[src/rtl/fll_sar_tuner.sv]
module fll_sar_tuner #(
  parameter int CODE_W   = 18,
  parameter int LO_W     = 7,
  parameter int HI_W     = 3,
  parameter int CNT_W    = 16,
  parameter int WIN      = 4,
  parameter int MID_INIT = 8'hA5,
  parameter int HI_INIT  = 2
) (
  input  logic              clk,
  input  logic              rst_n,
  input  logic              loop_en,
  input  logic              force_on,
  input  logic [CNT_W-1:0]  target,
  input  logic              ref_tick,
  input  logic              hf_tick,
  input  logic              wr_lo,
  input  logic              wr_hi,
  input  logic [LO_W-1:0]   wr_data,
  output logic [CODE_W-1:0] code,
  output logic              lock,
  output logic              busy,
  output logic              osc_run
);
  localparam int MID_W = CODE_W - LO_W - HI_W;
  localparam int IDX_W = $clog2(LO_W);
  localparam int REF_W = $clog2(WIN + 1);
  localparam logic [LO_W-1:0] LO_INIT = LO_W'(1) << (LO_W - 1);

  logic [LO_W-1:0]  lo;
  logic [HI_W-1:0]  hi;
  logic [IDX_W-1:0] idx, idx_m1;
  logic [CNT_W-1:0] cnt, cnt_nx, tgt_q;
  logic [REF_W-1:0] refs;
  logic             en_q, start, run, close, keep;

  assign start   = loop_en && (!en_q || target != tgt_q);
  assign run     = busy && loop_en && !start;
  assign cnt_nx  = cnt + CNT_W'(hf_tick && cnt != '1);
  assign close   = run && ref_tick && refs == REF_W'(WIN - 1);
  assign keep    = cnt_nx <= target;
  assign idx_m1  = idx - 1'b1;
  assign code    = {hi, MID_W'(MID_INIT), lo};
  assign osc_run = force_on | loop_en;

  always_ff @(posedge clk or negedge rst_n) begin
    if (!rst_n) begin
      lo    <= LO_INIT;
      hi    <= HI_W'(HI_INIT);
      idx   <= '0;
      cnt   <= '0;
      refs  <= '0;
      tgt_q <= '0;
      en_q  <= 1'b0;
      busy  <= 1'b0;
      lock  <= 1'b0;
    end else begin
      en_q  <= loop_en;
      tgt_q <= target;
      if (!loop_en) begin
        busy <= 1'b0;
        lock <= 1'b0;
      end
      if (start) begin
        busy <= 1'b1;
        lock <= 1'b0;
        lo   <= LO_INIT;
        idx  <= IDX_W'(LO_W - 1);
        cnt  <= '0;
        refs <= '0;
      end else if (run) begin
        cnt <= cnt_nx;
        if (ref_tick) refs <= refs + 1'b1;
        if (close) begin
          lo[idx] <= keep;
          cnt     <= '0;
          refs    <= '0;
          if (idx == '0) begin
            busy <= 1'b0;
            lock <= 1'b1;
          end else begin
            idx        <= idx_m1;
            lo[idx_m1] <= 1'b1;
          end
        end
      end else begin
        if (wr_lo) lo <= wr_data;
        if (wr_hi) hi <= wr_data[HI_W-1:0];
      end
    end
  end

  p_start_mid_r2: assert property (@(posedge clk) disable iff (!rst_n)
    $rose(loop_en) |=> (code[LO_W-1:0] == LO_INIT && busy && !lock));

  p_hold_in_window_r3: assert property (@(posedge clk) disable iff (!rst_n)
    (busy && loop_en && !ref_tick && $stable(target) && $stable(loop_en)) |=> $stable(code[LO_W-1:0]));

  p_lock_after_search_r4: assert property (@(posedge clk) disable iff (!rst_n)
    $rose(lock) |-> ($past(busy) && !busy));

  p_upper_fixed_r5: assert property (@(posedge clk) disable iff (!rst_n)
    (busy && loop_en) |=> $stable(code[CODE_W-1:LO_W]));

  p_freeze_r6: assert property (@(posedge clk) disable iff (!rst_n)
    (!loop_en && !wr_lo) |=> ($stable(code[LO_W-1:0]) && !lock && !busy));

  p_force_r8: assert property (@(posedge clk) disable iff (!rst_n)
    force_on |-> osc_run);
endmodule

[config.mk]
export PLATFORM = sky130hd
export DESIGN_NAME = fll_sar_tuner
export DESIGN_NICKNAME = d
export VERILOG_FILES = /design/src/rtl/fll_sar_tuner.sv
export SDC_FILE = /design/constraint.sdc
export NUM_CORES = 1
export LEC_CHECK = 0
export BUFFER_PORTS_ARGS = -buffer_cell sky130_fd_sc_hd__buf_2
export CAP_MARGIN = 15
export CORE_MARGIN = 4
export CORE_UTILIZATION = 48
export CTS_CLUSTER_SIZE = 25
export DETAILED_ROUTE_END_ITERATION = 8
export PLACE_DENSITY = 0.7
export SETUP_SLACK_MARGIN = 0.1
export SYNTH_ARGS = -nofsm -noshare
export SYNTH_HDL_FRONTEND = slang
export SYNTH_SLANG_ARGS = --single-unit
[constraint.sdc]
create_clock -name clk -period 10.2 [get_ports clk]
set_input_delay 0 -clock clk [delete_from_list [all_inputs] [get_ports clk]]
set_output_delay 0 -clock clk [all_outputs]
set_load 0.03 [all_outputs]
# After elaboration in Yosys (flattened, before gate mapping)
# Cells that the tools add are included.
# word_totals
input_bits,31
wordCells,77
output_inout_bits,21
regBits,51
# op_classes
n_bitwise,4
n_mux,31
n_addsub,3
reduce_logical,20
order_cmp,5
n_eq_ne,5
# ops
operator,n
$mux W16,3
$mux W7,5
$mux W3,8
$add A16 B1 Y16,1
$le A16 B16 Y1,1
$ne A16 B16 Y1,1
$ne A16 B16 Y1 const B,1
$mux W1,12
$logic_and A1 B1 Y1,8
$lt A3 B4 Y1 const B,2
$bwmux W7,1
$or A7 B7 Y7,1
$demux W1 S3,2
$ge A3 B1 Y1 const B,2
$reduce_and A3 Y1,2
$reduce_bool A3 Y1,2
$reduce_and A2 Y1,2
$reduce_bool A2 Y1,2
$add A3 B1 Y3 const B,1
$eq A3 B2 Y1 const B,1
$logic_not A3 Y1,1
$ne A3 B2 Y1 const B,1
$sub A3 B1 Y3 const B,1
$logic_not A1 Y1,2
other kinds (4),5

# Longest topological paths before layout
# logic_depth
ltp_word,10
ltp_mapped,17
mapped_depth_nobuf,17

# Worst setup path before layout
# Ideal clock, no wire load.
# synth_path
path_kind,register to register
start,register cnt[4]
end,register lo[2]
synth_period_minus_slack_ps,3806
setup_time_ps,136
arrival_ps,3670
n_path_buf,0
path_stages_with_launch,18
slack_ps,6394
path_cell_list,dfrtp_1 -> nand3_1 -> nor2_1 -> nand3_1 -> o41a_1 -> ha_1 -> ha_1 -> nand3_1 -> nor2_1 -> and3_1 -> xor2_1 -> ha_1 -> nand4_1 -> nor3_1 -> o31ai_1 -> a22o_1 -> o311ai_0 -> a2bb2oi_1
# synth_via
elab_chain_len,10
# synth_rtl
element,line,rtl
"start, declared",33,"logic [CNT_W-1:0] cnt, cnt_nx, tgt_q;"
"start signal, assigned",72,cnt <= cnt_nx;
$ne A16 B16 Y1,39,assign cnt_nx = cnt + CNT_W'(hf_tick && cnt != '1);
$logic_and A1 B1 Y1,39,
$add A16 B1 Y16 (*),39,
$le A16 B16 Y1 (*),41,assign keep = cnt_nx <= target;
$bwmux W7 (*),75,lo[idx] <= keep;
$or A7 B7 Y7 (no line),n/a,
$mux W7 (*),78,if (idx == '0) begin
$mux W7 (*),74,if (close) begin
$mux W7 (*),71,end else if (run) begin
$mux W7 (*),64,if (start) begin
"end signal, assigned by index",75,
"end signal, assigned",87,if (wr_lo) lo <= wr_data;
"end, declared",30,logic [LO_W-1:0] lo;
# Mark *: on every way between the ends. The rest lies on a longest branch, timed or not. The select of a mux whose other input is x is not followed.
# A chain may end at the register's enable or synchronous reset.

# Final worst setup path
# layout_path
start,register cnt[4]
end,register lo[3]
# The elaborated chain is that of the path after synthesis.

==> qor.txt <==
Status - finished, final reports clean
Flop pwr share - 53.8%
Critical Path, Cell by Cell - nand3_1 -> nor2_1 -> nand3_1 -> o41a_1 -> ha_1 -> ha_1 -> nand3_1 -> nor2_1 -> and3_1 -> xor2_1 -> ha_1 -> nand4_1 -> nor3_1 -> o31ai_1 -> a22o_1 -> o311ai_0 -> a2bb2oi_1
Final worst path period need - 4320 ps
Synth top area share - 39.1%
Largest net degree at the start of global routing - 52
Cell count after synthesis - 328
Maxcap violations - 0
Crit path max fanout - 7
R2R setup slack - 5880 ps
Number of global-route vias before repair - 2,516
CTS tree - done
Worst path bufs/invs - 0
Htree depth - 2
Max frequency - 231 MHz
CTS clk-pin slew, worst paths - 100 ps
Worst clock skew - 13.2 ps
TNS Setup - 0 ps
Slew Limit Fails - 0
First-pass GRT wire length - 12,100 um
GP Congestion - 0.898
Residual DRC - 0
Post-synth top flop - dfrtp_1
Slew @ Worst Pin - 841 ps
Clk buf depth - 2
Crit. End Element - register
P_int - 287 uW
#FFs+latches synth - 51
Die H - 88.9 um
Total number of vias - 2,647
Count leader, synth - dfrtp_1
GR Util All Layers - 19.8%
DP Worst Slack - 5910 ps
Slew HR - 43.9%
Leakage power total - 1.69 nW
Clock sinks - 51
Yosys cell types - 52
Max stage delay on crit path - 450 ps
Net Sw Frac - 28.3%
Syn. warnings - 0
# IOs - 52
Worst Setup Start Kind - register
Post-synthesis sequential area ratio - 40.7%
Critical-path top delay cell - dfrtp_1
Final Hold Violating Endpoints - 0
Worst path arrival time - 4500 ps
Share of layout cells above drive strength 1 - 15.1%
Top cells by area, synth - dfrtp_1, ha_1, xnor2_1
Die Wd - 88.9 um
Synthesized area - 3140 um2
Initial antenna violation count - 0
CTS buffer count - 5
Syn-to-layout area delta - 17.6%
ANT cells - 0
Period utilization - 42.4%
Routed Antenna Nets - 0
Top cell family by delay on the critical path - simple AND/OR/NAND/NOR gates
Critical path class - reg -> reg
Clk pwr share - 29.0%
Total gr overflow - 0
Core area - 6350 um2
Pwr Total - 401 uW
Ys async rst share - 100%
Pwr Density - 109 nW/um2
Die area - 7900 um2
Setup violations, final - 0
Initial Util - 49.4%
Worst skew pair latency - 310 ps
Post-synth EDFFs - 0
Initial DRC count - 129
Fillers - 583
Post-DP HPWL - 5310 um
Avg Cell Area, Syn - 9.57 um2
Fin nets - 442
Max VDD drop - 0.0621 mV
Combinational power share - 17.2%
Commonest cells in the netlist - dfrtp_1, xnor2_1, inv_1, nand2_1, ha_1
Vias per cell - 5.66
Drt wl/cell - 15.6 um
Root buffer cell - clkbuf_8
Num rows - 29
Port bufs - 43
Synth area leader - dfrtp_1
Worst hold path type - in -> reg
WP data required - 10,380 ps
DRT Pass-1 Iters - 5
RSZ-0062 raised after global routing - false
NetSw - 113 uW
Final worst slack - 5880 ps
Total wire length - 7310 um
-- power by group through the flow --
stage	Combinational, mW	Sequential, mW	Clock, mW
detailed placement	0.0626	0.220	0
global placement	0.0616	0.219	0
global route	0.0762	0.217	0.127
finish	0.0690	0.216	0.116
floorplan	0.0319	0.228	0
CTS	0.0693	0.216	0.120
-- worst min-delay path, delay by kind of cell --
family                 cells  cell delay (ps)
AOI/OAI and AO/OA          1               70
buffers and inverters      1              100
and+or+nand+nor            2              140
-- per-layer routing --
layer	GRT usage [%]	vias up	part of all wire (%)
li1	-	1296	-
met1	27.8	1264	47
met2	30.4	75	45
met3	3.63	12	5.4
met4	7.28	0	2.3
met5	0	-	0
-- placed cells by master (no fill, tap or decap), types with 6 or more instances in the layout --
cell            n
nand2_1        22
nand3_1        18
xor2_1          6
conb_1          8
buf_2          43
nor3_1         15
dlygate4sd3_1  22
o21ai_1         8
nand4_1         9
nor2_1         20
a32o_1         11
inv_1          22
a21oi_1        14
dfrtp_1        49
xnor2_1        24
ha_1           21
-- what timing repair did --
action                                 CTS  global route
hold buffers                            22             0
endpoints found under the hold margin   72             0
gates resized for setup                  0             0
buffers inserted                         0             0
-- registers in the layout, summed over array words and instances, names as in the netlist --
name / flops
refs: 3
tgt_q: 16
cnt: 16
busy: 1
en_q: 1
hi: 3
lo: 7
lock: 1
idx: 3
-- area by class of cell --
type	count	area [um2]	area share, %
multi-input combinational	242	1700	46.0
sequential	51	1280	34.7
timing repair buffer	67	450	12.2
tap	77	96.3	2.61
inverter	23	86.3	2.34
clock buffer	7	76.3	2.07
clock inverter	1	5.00	0.136
-- metrics by stage --
stage | hold WS, ps | cells | instance area, um2 | utilization, %
floorplan | -296 | 334 | 3160 | -
global placement | 147 | 438 | 3390 | 53.4
global route | 57.6 | 468 | 3690 | 58.1
finish | 26.2 | 468 | 3690 | 58.1
detailed placement | 149 | 438 | 3390 | 53.4
CTS | 20.9 | 468 | 3690 | 58.1
-- cells by family (layout without fill, tap and decap cells) --
kind of cell | after synthesis | after routing | synth area share (%)
xor gates and xnor gates | 30 | 30 | 8.37
buffers and inverters | 41 | 98 | 6.06
DFF | 51 | 51 | 40.7
AOI/OAI and AO/OA | 71 | 71 | 17.4
muxes | 6 | 6 | 2.03
adders and majority gates | 21 | 21 | 8.37
other | 2 | 8 | 0.239
and+or+nand+nor | 106 | 106 | 16.7
-- final timing paths --
check,endpoint,cells after the start,from
setup / recovery,lo[3],17,cnt[4]
hold / removal,refs[2],4,ref_tick
setup reg to reg,lo[3],17,cnt[4]
hold reg to reg,hi[0],1,hi[0]
max in group asynchronous,lo[1],3,rst_n
min in group asynchronous,refs[0],3,rst_n
No activity file was read; power rests on OpenSTA's default activity.
